**config.mk**
```make
export PLATFORM = sky130hd
export DESIGN_NAME = iexec_unit
export DESIGN_NICKNAME = d
export VERILOG_FILES = /design/src/rtl/iexec_pkg.sv /design/src/rtl/iexec_opsel.sv /design/src/rtl/iexec_core.sv /design/src/rtl/iexec_unit.sv
export SDC_FILE = /design/constraint.sdc
export NUM_CORES = 1
export LEC_CHECK = 0
export CORE_ASPECT_RATIO = 1.2
export CORE_MARGIN = 2
export CORE_UTILIZATION = 45
export CTS_CLUSTER_DIAMETER = 200
export CTS_CLUSTER_SIZE = 24
export DETAILED_ROUTE_END_ITERATION = 10
export GPL_ROUTABILITY_DRIVEN = 1
export PLACE_DENSITY = 0.83
export SYNTH_ARGS = -nofsm -noshare
export SYNTH_HDL_FRONTEND = slang
export SYNTH_HIERARCHICAL = 1
export SYNTH_SLANG_ARGS = --single-unit
```
**constraint.sdc**
```tcl
create_clock -name clk -period 7.9 [get_ports clk]
set_clock_uncertainty 0.15 [all_clocks]
set_input_delay 1.58 -clock clk [delete_from_list [all_inputs] [get_ports clk]]
set_output_delay 1.58 -clock clk [all_outputs]
set_load 0.05 [all_outputs]
```
**src/rtl/iexec_pkg.sv**
```systemverilog
package iexec_pkg;
  typedef enum logic [3:0] {
    OP_ADD   = 4'd0,
    OP_SUB   = 4'd1,
    OP_AND   = 4'd2,
    OP_OR    = 4'd3,
    OP_XOR   = 4'd4,
    OP_ANDN  = 4'd5,
    OP_TADD  = 4'd6,
    OP_TSUB  = 4'd7,
    OP_TADDT = 4'd8,
    OP_TSUBT = 4'd9,
    OP_MSTEP = 4'd10,
    OP_SETHI = 4'd11,
    OP_WRY   = 4'd12
  } op_e;

  typedef struct packed {
    logic n;
    logic z;
    logic v;
    logic c;
  } flags_t;
endpackage

```
**src/rtl/iexec_opsel.sv**
```systemverilog
module iexec_opsel #(
  parameter int XLEN  = 32,
  parameter int IMM_W = 13
) (
  input  logic [IMM_W:0]    sel_imm,
  input  logic [XLEN-1:0]   rs2,
  output logic [XLEN-1:0]   op2
);
  localparam int EXT_W = XLEN - IMM_W;

  logic [XLEN-1:0] imm_ext;

  // sign-extend the short immediate; the bit above it selects the source
  assign imm_ext = {{EXT_W{sel_imm[IMM_W-1]}}, sel_imm[IMM_W-1:0]};
  assign op2     = sel_imm[IMM_W] ? imm_ext : rs2;
endmodule

```
**src/rtl/iexec_core.sv**
```systemverilog
module iexec_core
  import iexec_pkg::*;
#(
  parameter int XLEN  = 32,
  parameter int HI_W  = 22,
  parameter int TAG_W = 2
) (
  input  op_e              op,
  input  logic             set_cc,
  input  logic [XLEN-1:0]  op1,
  input  logic [XLEN-1:0]  op2,
  input  logic [HI_W-1:0]  hi_imm,
  input  flags_t           flg,
  input  logic [XLEN-1:0]  y,
  output logic [XLEN-1:0]  res,
  output logic             res_wr,
  output logic             flg_wr,
  output flags_t           flg_nxt,
  output logic             y_wr,
  output logic [XLEN-1:0]  y_nxt,
  output logic             trap
);
  localparam int LO_W = XLEN - HI_W;

  logic            is_sub, is_tag, is_trapv, is_mstep;
  logic [XLEN-1:0] add_a, add_b, logic_r;
  logic [XLEN:0]   sum;
  logic            ovf_s, tag_bad, v_all;

  // Shared adder: add, subtract, tagged forms and the multiply-step
  always_comb begin
    is_sub   = (op == OP_SUB) || (op == OP_TSUB) || (op == OP_TSUBT);
    is_tag   = (op == OP_TADD) || (op == OP_TSUB) || (op == OP_TADDT) || (op == OP_TSUBT);
    is_trapv = (op == OP_TADDT) || (op == OP_TSUBT);
    is_mstep = (op == OP_MSTEP);
    add_a    = is_mstep ? {flg.n ^ flg.v, op1[XLEN-1:1]} : op1;
    if (is_mstep)    add_b = y[0] ? op2 : '0;
    else if (is_sub) add_b = ~op2;
    else             add_b = op2;
    sum      = {1'b0, add_a} + {1'b0, add_b} + {{XLEN{1'b0}}, is_sub};
    ovf_s    = (add_a[XLEN-1] == add_b[XLEN-1]) && (sum[XLEN-1] != add_a[XLEN-1]);
    tag_bad  = is_tag && ((|op1[TAG_W-1:0]) || (|op2[TAG_W-1:0]));
    v_all    = ovf_s | tag_bad;
  end

  always_comb begin
    case (op)
      OP_AND:  logic_r = op1 & op2;
      OP_OR:   logic_r = op1 | op2;
      OP_XOR:  logic_r = op1 ^ op2;
      default: logic_r = op1 & ~op2;
    endcase
  end

  always_comb begin
    res     = '0;
    res_wr  = 1'b0;
    flg_wr  = 1'b0;
    flg_nxt = flg;
    y_wr    = 1'b0;
    y_nxt   = y;
    trap    = 1'b0;
    case (op)
      OP_ADD, OP_SUB, OP_TADD, OP_TSUB, OP_TADDT, OP_TSUBT, OP_MSTEP: begin
        res       = sum[XLEN-1:0];
        res_wr    = 1'b1;
        flg_nxt.n = sum[XLEN-1];
        flg_nxt.z = (sum[XLEN-1:0] == '0);
        flg_nxt.v = v_all;
        flg_nxt.c = sum[XLEN] ^ is_sub;
        flg_wr    = set_cc | is_mstep;
        if (is_trapv && v_all) begin
          trap   = 1'b1;
          res    = '0;
          res_wr = 1'b0;
          flg_wr = 1'b0;
        end
        if (is_mstep) begin
          y_wr  = 1'b1;
          y_nxt = {op1[0], y[XLEN-1:1]};
        end
      end
      OP_AND, OP_OR, OP_XOR, OP_ANDN: begin
        res       = logic_r;
        res_wr    = 1'b1;
        flg_nxt.n = logic_r[XLEN-1];
        flg_nxt.z = (logic_r == '0);
        flg_nxt.v = 1'b0;
        flg_nxt.c = 1'b0;
        flg_wr    = set_cc;
      end
      OP_SETHI: begin
        res    = {hi_imm, {LO_W{1'b0}}};
        res_wr = 1'b1;
      end
      OP_WRY: begin
        y_wr  = 1'b1;
        y_nxt = op1 ^ op2;
      end
      default: ;
    endcase
  end
endmodule

```
**src/rtl/iexec_unit.sv**
```systemverilog
module iexec_unit
  import iexec_pkg::*;
#(
  parameter int XLEN  = 32,
  parameter int IMM_W = 13,
  parameter int HI_W  = 22,
  parameter int TAG_W = 2
) (
  input  logic             clk,
  input  logic             rst,
  input  logic             in_valid,
  input  logic [3:0]       in_op,
  input  logic             in_set_cc,
  input  logic [HI_W-1:0]  in_field,
  input  logic [XLEN-1:0]  in_rs1,
  input  logic [XLEN-1:0]  in_rs2,
  output logic             out_valid,
  output logic [XLEN-1:0]  out_data,
  output logic             out_wr,
  output logic             out_trap,
  output logic [3:0]       out_flags,
  output logic [XLEN-1:0]  out_y
);
  localparam int LO_W = XLEN - HI_W;

  op_e             op;
  logic [XLEN-1:0] op2;
  logic [XLEN-1:0] c_res, c_ynxt;
  logic            c_reswr, c_flgwr, c_ywr, c_trap;
  flags_t          c_flgnxt;
  flags_t          flags_q;

  assign op = op_e'(in_op);

  iexec_opsel #(.XLEN(XLEN), .IMM_W(IMM_W)) u_opsel (
    .sel_imm (in_field[IMM_W:0]),
    .rs2     (in_rs2),
    .op2     (op2)
  );

  iexec_core #(.XLEN(XLEN), .HI_W(HI_W), .TAG_W(TAG_W)) u_core (
    .op      (op),
    .set_cc  (in_set_cc),
    .op1     (in_rs1),
    .op2     (op2),
    .hi_imm  (in_field),
    .flg     (flags_q),
    .y       (out_y),
    .res     (c_res),
    .res_wr  (c_reswr),
    .flg_wr  (c_flgwr),
    .flg_nxt (c_flgnxt),
    .y_wr    (c_ywr),
    .y_nxt   (c_ynxt),
    .trap    (c_trap)
  );

  always_ff @(posedge clk) begin
    if (rst) begin
      out_valid <= 1'b0;
      out_data  <= '0;
      out_wr    <= 1'b0;
      out_trap  <= 1'b0;
      flags_q   <= '0;
      out_y     <= '0;
    end else begin
      out_valid <= in_valid;
      out_data  <= in_valid ? c_res : '0;
      out_wr    <= in_valid & c_reswr;
      out_trap  <= in_valid & c_trap;
      if (in_valid && c_flgwr) flags_q <= c_flgnxt;
      if (in_valid && c_ywr)   out_y   <= c_ynxt;
    end
  end

  assign out_flags = flags_q;

  // Checks on the registered state
  p_latency_r10: assert property (@(posedge clk) disable iff (rst)
    in_valid |=> out_valid);
  p_idle_r10: assert property (@(posedge clk) disable iff (rst)
    !in_valid |=> !out_valid);
  p_quiet_keeps_state_r4: assert property (@(posedge clk) disable iff (rst)
    !in_valid |=> ($stable(out_flags) && $stable(out_y)));
  p_logic_clears_vc_r3: assert property (@(posedge clk) disable iff (rst)
    (in_valid && in_set_cc && (in_op == OP_AND || in_op == OP_OR ||
                               in_op == OP_XOR || in_op == OP_ANDN))
    |=> (out_flags[1:0] == 2'b00));
  p_sethi_low_zero_r7: assert property (@(posedge clk) disable iff (rst)
    (in_valid && in_op == OP_SETHI) |=> (out_wr && out_data[LO_W-1:0] == '0));
  p_trap_no_write_r6: assert property (@(posedge clk) disable iff (rst)
    out_trap |-> (!out_wr && out_data == '0));
  p_trap_keeps_flags_r6: assert property (@(posedge clk) disable iff (rst)
    out_trap |-> (out_flags == $past(out_flags)));
  p_mstep_y_shift_r8: assert property (@(posedge clk) disable iff (rst)
    (in_valid && in_op == OP_MSTEP) |=>
    (out_y[XLEN-2:0] == $past(out_y[XLEN-1:1]) && out_y[XLEN-1] == $past(in_rs1[0])));
endmodule

```
==> out/metrics.cfg, run 1 <==
[power_and_ir_drop]
p_leak_nw=4.42
pwr_density_cell_nw_per_um2=153
total_power_mw=1.57
peakVddDrop_mv=0.0990

[critical_path]
critical_path.startpoint=in_op[1]
critPathKind=in -> reg
critPathMaxFanout=11
crit_chain=clkdlybuf4s50_1 > nand3b_1 > or2_2 > o21a_1 > nand2_1 > o21ai_0 > fa_1 > fa_1 > and3_1 > o211ai_1 > a2111oi_0 > nor3_1 > o21ai_0 > a221o_1 > xnor2_1 > or4bb_1 > o31ai_1 > nand3_1 > a21oi_1
start_kind=primary input
worstPathArrival_ns=7.14
cp.required_ns=8.03
cp_slowest_stage_delay_ns=0.73
cp_top_family=compound AO/OA/AOI/OAI gates
rr_startpoint=out_y[0]
r2r_slack_ns=3.04
endpoint_kind=flip-flop
cp_num_buf_inv=1
slowest_stage=clkdlybuf4s50_1

[die]
rows=54
start_util_pct=45.9
pin_count=165
die_h_microns=153
dieArea_sq_um=19600
core_sq_um=18200
die_x_microns=128

[run]
maxCapViolations=0

[timing]
finalSetupTns_ns=0
hold_viol=0
slew_viol_final=0
worst-slew-pin-transition_ns=0.967
period_share_pct=88.8
fmax_ghz=0.143
rsz0062_at_grt=false
period_minus_slack_ns=7.01
max_slew_margin_pct=34.9
setup_viol=0

[drt]
routed_wl_mm=29.9
wl_per_cell_microns=20.4
drc=0
via_per_inst=6.06
first_pass_iters=9
antenna_left=0
num_vias=8882
drt_iter0_drc=1083

[logic_synthesis]
synthArstFlopShare_pct=0
synthesis.nets=1283
synth_enable_flop_cells=0
yosysWarnings=6
yosysMostFrequentCell=nand2_1
synth_flop_cell=dfxtp_1
avgSynthCellArea_sq_um=7.41
ys_ff_latch=71
ys_seq_area_share_pct=17.1
synth_top_area_share_pct=17.1
yosys.area.top_type=dfxtp_1
synth.top_cells.by_area=dfxtp_1, ha_1, o21ai_0
synth_top_cells_by_count=nand2_1, o21ai_0, inv_1
syn-cell-area_sq_um=8330
yosys.cell_types.count=71
synth_cells=1124

[global_routing]
antenna_found_initial=1
grt_pass1_vias=8069
grt-ovfl-total=0
grt_max_degree=74
grt_first_pass_wirelength_mm=45.6
grt_use_total_pct=29.7

[cts]
cts_resized=0
cts_buffers=9
clkTransAtPathRegs_ns=0.06
cts_tree=yes
cts_sinks=71
cts_post_setup_buffers_inserted=0
h-tree-depth=3
root_buffer=clkbuf_16
clk_latency_ns=0.34
cts.path.max_buffers=2
ctsHoldBuffers=0

[layout]
fin_nets=1395
fin_util_pct=56.5
area_delta_synth_final_pct=23.2
drive_gt1_share_pct=9.67
n_fill_cell=1674

[min_path]
hp-start=out_y[5]
hp-class=reg -> reg

[placement]
routabilityCongestion=0.975
place.port_buffers=164
dpl.hpwl_mm=23.1

[run_status]
status=finished, final reports clean

final cells by class:
cell class              instances  area (sq um)  share of cell area, %
diodes                          1          2.50                 0.0244
clock buffers                  10           229                   2.23
clock inverters                 6          61.3                  0.597
inverters                     109           409                   3.98
multi-input cells             860          6070                   59.2
flip-flops and latches         71          1420                   13.8
well taps                     224           280                   2.73
repair buffers                185          1790                   17.4
cells by family after synthesis:
family                     after synthesis  share of synthesized area (%)
buffers and inverters                  193                           10.4
DFF                                     71                           17.1
muxes                                   32                           5.67
adders and majority gates               65                           9.94
xor gates and xnor gates                63                           6.62
and+or+nand+nor                        320                           18.3
AOI/OAI and AO/OA                      380                           32.0
per-layer routing:
layer	vias to the layer above	wire, microns	track usage (%)
li1	4269	-	-
met1	4078	12900	41.4
met2	481	13400	45.9
met3	54	2460	3.96
met4	0	1150	12.0
met5	-	0	0
through the flow:
stage	area (sq um)	std cells	setup WS [ns]	hold slack (ns)
6_report	10300	1466	0.888	0.455
4_1_cts	10300	1465	0.998	0.457
2_1_floorplan	8330	1124	1.74	0.635
3_3_place_gp	9970	1449	0.783	0.439
3_5_place_dp	9970	1449	0.703	0.448
5_1_grt	10300	1466	0.694	0.477
registers in the layout, summed over array words and instances (netlist names):
name and count:
out_wr 1, out_flags 4, out_y 32, out_trap 1, out_data 32, out_valid 1
worst paths after layout:
check / endpoint / cells after the start
max: out_flags[2] / 19
min: out_y[5] / 2
max reg2reg: out_flags[2] / 16
min reg2reg: out_y[5] / 2
cells in the final DEF (no fill, tap or decap), types with 9 or more instances in the layout:
| cell type | n |
|---|---|
| a21bo_2 | 31 |
| a21o_1 | 18 |
| a21oi_1 | 66 |
| a221o_1 | 15 |
| a222oi_1 | 32 |
| a31oi_1 | 34 |
| and2_1 | 37 |
| buf_4 | 21 |
| clkbuf_16 | 9 |
| clkdlybuf4s50_1 | 162 |
| dfxtp_1 | 71 |
| ha_1 | 63 |
| inv_1 | 109 |
| mux2_4 | 30 |
| nand2_1 | 130 |
| nand3_1 | 43 |
| nand4_1 | 14 |
| nor2_1 | 50 |
| nor3_1 | 9 |
| o21ai_0 | 113 |
| o221ai_1 | 10 |
| xnor2_1 | 52 |
| xor2_1 | 11 |
worst min-delay path: cells and delay by family, from the launching register on:
family          cells  cell delay, ns
compound gates      2            0.23
flops               1            0.33
power by group:
part,internal (mW),leakage [nW],switching (mW)
logic,0.311,3.71,0.479
clock network,0.243,0.142,0.158
registers,0.373,0.575,0.00471
Power figures use the tool's default switching activity.
==> run 2, diff against run 1 <==
Settings changed: SKIP_LAST_GASP from default to 1.
==> results of run 2 <==
No change in the layout: final DEF, timing and power equal those of run 1.
